### src/rtl/etc_pkg.sv
package etc_pkg;
  typedef enum logic [1:0] {
    EDGE_OFF  = 2'b00,
    EDGE_RISE = 2'b01,
    EDGE_FALL = 2'b10,
    EDGE_ANY  = 2'b11
  } edge_mode_e;
endpackage

### src/rtl/etc_sync_edge.sv
module etc_sync_edge #(
  parameter int STAGES = 2
) (
  input  logic       clk,
  input  logic       rst,
  input  logic       din,
  input  logic [1:0] edge_sel,
  output logic       qual
);
  import etc_pkg::*;
  localparam int MSB = STAGES - 1;

  logic [STAGES-1:0] sq;
  logic              prev;
  edge_mode_e        mode;
  logic              rise_ok, fall_ok;

  always_ff @(posedge clk) begin
    if (rst) begin
      sq   <= '0;
      prev <= 1'b0;
    end else begin
      sq   <= {sq[STAGES-2:0], din};
      prev <= sq[MSB];
    end
  end

  assign mode    = edge_mode_e'(edge_sel);
  assign rise_ok = (mode == EDGE_RISE) || (mode == EDGE_ANY);
  assign fall_ok = (mode == EDGE_FALL) || (mode == EDGE_ANY);

  always_comb begin
    qual = 1'b0;
    if (sq[MSB] != prev)
      qual = sq[MSB] ? rise_ok : fall_ok;
  end
endmodule

### src/rtl/etc_counter.sv
module etc_counter #(
  parameter int TW = 24
) (
  input  logic          clk,
  input  logic          rst,
  input  logic          en,
  input  logic          count_up,
  input  logic          load_wr,
  input  logic [TW-1:0] load_val,
  output logic [TW-1:0] cnt
);
  logic [TW-1:0] ld_q;
  logic [TW-1:0] start_new, start_cur;

  assign start_new = count_up ? '0 : load_val;
  assign start_cur = count_up ? '0 : ld_q;

  always_ff @(posedge clk) begin
    if (rst) begin
      ld_q <= '1;
      cnt  <= '0;
    end else if (load_wr) begin
      ld_q <= load_val;
      cnt  <= start_new;
    end else if (!en) begin
      cnt  <= start_cur;
    end else if (count_up) begin
      cnt  <= (cnt >= ld_q) ? '0 : cnt + TW'(1);
    end else begin
      cnt  <= (cnt == '0) ? ld_q : cnt - TW'(1);
    end
  end
endmodule

### src/rtl/etc_capture.sv
module etc_capture #(
  parameter int TW = 24
) (
  input  logic          clk,
  input  logic          rst,
  input  logic          hit,
  input  logic          clr,
  input  logic          mask,
  input  logic [TW-1:0] cnt,
  output logic [TW-1:0] cap,
  output logic          evt,
  output logic          irq
);
  logic evt_nx;

  assign evt_nx = hit | (evt & ~clr);

  always_ff @(posedge clk) begin
    if (rst) begin
      cap <= '0;
      evt <= 1'b0;
      irq <= 1'b0;
    end else begin
      evt <= evt_nx;
      irq <= evt_nx & mask;
      if (hit) cap <= cnt;
    end
  end
endmodule

### src/rtl/edge_time_capture.sv
module edge_time_capture #(
  parameter int CNT_W       = 16,
  parameter int PRE_W       = 8,
  parameter int SYNC_STAGES = 2
) (
  input  logic                   clk,
  input  logic                   rst,
  input  logic                   en,
  input  logic                   count_up,
  input  logic [1:0]             edge_sel,
  input  logic [CNT_W-1:0]       load_val,
  input  logic [PRE_W-1:0]       prescale,
  input  logic                   load_wr,
  input  logic                   irq_mask,
  input  logic                   evt_clr,
  input  logic                   cap_in,
  output logic [CNT_W+PRE_W-1:0] count_now,
  output logic [CNT_W+PRE_W-1:0] cap_time,
  output logic                   evt_raw,
  output logic                   irq
);
  localparam int TW = CNT_W + PRE_W;

  logic [TW-1:0] reload_in;
  logic          qual;
  logic          cap_hit;

  assign reload_in = {prescale, load_val};

  etc_sync_edge #(.STAGES(SYNC_STAGES)) u_sync (
    .clk(clk), .rst(rst), .din(cap_in), .edge_sel(edge_sel), .qual(qual)
  );

  assign cap_hit = qual & en;

  etc_counter #(.TW(TW)) u_cnt (
    .clk(clk), .rst(rst), .en(en), .count_up(count_up),
    .load_wr(load_wr), .load_val(reload_in), .cnt(count_now)
  );

  etc_capture #(.TW(TW)) u_cap (
    .clk(clk), .rst(rst), .hit(cap_hit), .clr(evt_clr), .mask(irq_mask),
    .cnt(count_now), .cap(cap_time), .evt(evt_raw), .irq(irq)
  );
endmodule

### config.mk
export PLATFORM = sky130hd
export DESIGN_NAME = edge_time_capture
export DESIGN_NICKNAME = d
export VERILOG_FILES = /design/src/rtl/etc_pkg.sv /design/src/rtl/etc_sync_edge.sv /design/src/rtl/etc_counter.sv /design/src/rtl/etc_capture.sv /design/src/rtl/edge_time_capture.sv
export SDC_FILE = /design/constraint.sdc
export NUM_CORES = 1
export LEC_CHECK = 0
export ABC_AREA = 1
export BUFFER_PORTS_ARGS = -buffer_cell sky130_fd_sc_hd__buf_2
export CORE_MARGIN = 5
export CORE_UTILIZATION = 50
export DETAILED_ROUTE_END_ITERATION = 10
export PLACE_DENSITY = 0.76
export SLEW_MARGIN = 40
export SYNTH_ARGS = -nofsm -noshare
export SYNTH_HDL_FRONTEND = slang
export SYNTH_SLANG_ARGS = --single-unit
### constraint.sdc
create_clock -name clk -period 1.7 [get_ports clk]
set_input_delay 0.255 -clock clk [delete_from_list [all_inputs] [get_ports clk]]
set_output_delay 0.255 -clock clk [all_outputs]
set_load 0.03 [all_outputs]
==> flow_summary.json <==
{
  "drv_cap": 0,
  "start_kind": "flop",
  "gp_congestion": 0.968,
  "multi_input_area_um2": 3770,
  "crit_buf_inv": 4,
  "ys_seq_area_share_pct": 28.5,
  "crit_path_max_fanout": 5,
  "synthCells": 878,
  "final_cell_mix": "nand2_1, nor2_1, buf_4",
  "finalCritPeriodShare_pct": 123,
  "yosys_warnings": 0,
  "gr-total-overflow": 0,
  "cp-startpoint": "u_cnt.ld_q[20]",
  "antenna_cells": 0,
  "worstReg2RegEnd": "u_cnt.cnt[10]",
  "fmax_mhz": 480,
  "worst-setup-path-type": "reg2reg",
  "violations": "setup timing",
  "cts_buffer_depth": 2,
  "min_delay_path_depth": 3,
  "post_synth.cell_area_avg_um2": 6.16,
  "via_per_inst": 5.48,
  "min_period_ns": 2.08,
  "netlist_area_um2": 5410,
  "dr.pass1.iters": 5,
  "timing.rr.start": "u_cnt.ld_q[20]",
  "final_nets": 1106,
  "grt_pass1_vias": 6119,
  "cp_slowest_cell": "dfxtp_2",
  "grt_usage_pct": 27.9,
  "crit_path_end": "u_cnt.cnt[10]",
  "synth_top_area_share_pct": 28.5,
  "place_hpwl_mm": 13.3,
  "final_common_cell": "nand2_1",
  "hold_ws_ns": 0.0945,
  "cts_buffers": 9,
  "placementRows": 38,
  "start_util_pct": 50.4,
  "run_status": "complete, but fails checks",
  "h-tree-depth": 3,
  "cp.arrival_ns": 2.32,
  "cts_tree": "done",
  "crit_chain": "inv_2 > ha_4 > nand2_4 > nor2_4 > nand4_1 > buf_4 > a21oi_4 > buf_6 > nor2_4 > clkbuf_16 > nand2_4 > nand2_2 > nand2_1 > a21oi_1",
  "reg2reg_slack_ns": -0.38,
  "fp.dieArea_um2": 13000,
  "wirelength_mm": 18.3,
  "cp.depth": 14,
  "slew_headroom_pct": 74.6,
  "clock_skew_ns": 0.00590,
  "tightest_slew_ns": 0.379,
  "portBuffers": 83,
  "synth_top_area_cell": "dfxtp_1",
  "setup_viol": 24,
  "synthFlopType": "dfxtp_1",
  "io_pins": 84,
  "rr_worst_depth": 14,
  "drc": 0,
  "clockRootBuffer": "clkbuf_8",
  "finalHoldViolCount": 0,
  "antenna_found_initial": 0,
  "end_kind": "flop",
  "p_total_mw": 5.31,
  "routedWlPerCell_um": 15.4,
  "die_h_um": 114,
  "clock_latency_ns": 0.37,
  "cts_sinks": 77,
  "setup_slack_ns": -0.383,
  "dieWidth_um": 114,
  "seqCellArea_um2": 1620,
  "drive_gt1_share_pct": 33.6,
  "async_flop_share_pct": 0,
  "clk_pin_slew_ns": 0.08,
  "synthTopCellsByArea": "dfxtp_1, nand2_1, a21oi_1, nor2_1, nand3_1",
  "max_stage_delay_ns": 0.35,
  "worstPathRequired_ns": 1.94,
  "yosysUniqueCellTypes": 31,
  "ir_drop_mv": 0.458,
  "num_vias": 6527,
  "grt_max_degree": 50,
  "drtIter0Drc": 671,
  "ant_nets": 0,
  "hold_class": "in2reg",
  "grt_pass1_wl_mm": 29.2,
  "p_per_area_nw_per_um2": 708,
  "synth_nets": 939,
  "total_leakage_power_nw": 3.66,
  "synth_edf_count": 0,
  "rsz0062_at_grt": "true",
  "fillers": 960,
  "crit_family": "simple AND/OR/NAND/NOR gates",
  "synthToLayoutAreaGrowth_pct": 38.7,
  "core_um2": 10700,
  "synth-seq-cells": 77,
  "slew_viol_final": 0
}
-- final cells by class --
class,count,share of cell area [%]
Multi-Input combinational cell,673,50.2
Sequential cell,77,21.5
Timing Repair Buffer,204,19.2
Inverter,80,4.03
Tap cell,140,2.33
Clock buffer,11,2.02
Clock inverter,5,0.650
-- cell families after synthesis --
kind of cell	synth area share [%]
AOI/OAI and AO/OA	16.7
xor gates and xnor gates	2.27
adders and majority gates	6.24
buffers and inverters	9.71
DFF	28.5
and+or+nand+nor	36.6
-- worst min-delay path, delay by kind of cell --
kind	cells	cell delay, ns
buffers and inverters	2	0.13
AND/OR/NAND/NOR	1	0.03
-- state kept, by name, indices dropped and copies added, names as in the netlist --
signal	cells
u_cap.cap	24
u_cap.evt	1
u_cap.irq	1
u_cnt.cnt	24
u_cnt.ld_q	24
u_sync.prev	1
u_sync.sq	2
-- repair_timing --
item / CTS / global route
gates resized for setup: 45 / 38
hold buffers: 0 / 0
gates cloned: 2 / 0
setup buffers: 6 / 1
pin swaps: 23 / 20
endpoints found under the setup margin: 24 / 24
-- how the worst min path moves through the flow --
stage / start / endpoint / slack (ns)
floorplan: cap_in / u_sync.sq[0] / 0.36
global placement: u_sync.sq[0] / u_sync.sq[1] / 0.39
detailed placement: u_sync.sq[0] / u_sync.sq[1] / 0.40
CTS: cap_in / u_sync.sq[0] / 0.09
global route: load_val[1] / u_cnt.ld_q[1] / 0.11
finish: cap_in / u_sync.sq[0] / 0.09
-- through the flow --
| step | setup WS [ns] | util [%] | cells | TNS (ns) | cell area [um^2] |
|---|---|---|---|---|---|
| 3_3_place_gp | -0.549 | 64.5 | 1165 | -12.05 | 6930 |
| 3_5_place_dp | -0.540 | 64.5 | 1165 | -11.77 | 6930 |
| 5_1_grt | -0.482 | 69.9 | 1190 | -10.44 | 7510 |
| 6_report | -0.383 | 69.9 | 1190 | -8.52 | 7510 |
| 4_1_cts | -0.328 | 68.6 | 1189 | -7.31 | 7370 |
| 2_1_floorplan | -0.0123 | - | 878 | -0.0242 | 5670 |
-- where the power goes --
group | total, mW | switching, mW | internal, mW
Clock | 1.46 | 0.713 | 0.747
Combinational | 1.89 | 1.14 | 0.744
Sequential | 1.97 | 0.0639 | 1.90
-- synthesized netlist by cell type (2+ instances only) --
master and n:
nand2_2 5, o22ai_1 2, nor2_8 2, nand3_1 86
buf_2 10, inv_1 79, buf_4 3, clkbuf_1 27
nand2_1 208, o21ai_1 10, nand4_1 11, xor2_1 14
nor3_1 3, clkbuf_2 2, nor2_2 11, nor2_1 118
ha_1 27, buf_1 5, buf_6 2, nand2_4 2
a21oi_1 106, dfxtp_1 77, o21ai_0 57, nor2_4 4
-- routing by layer --
layer / up-vias / share of wire [%] / GRT usage [%]
li1: 3200 / - / -
met1: 2947 / 43 / 38.1
met2: 327 / 43 / 43.1
met3: 53 / 10 / 6.31
met4: 0 / 3.1 / 10.5
met5: - / 0 / 0
Note: power is estimated with default switching activity, not from simulation.
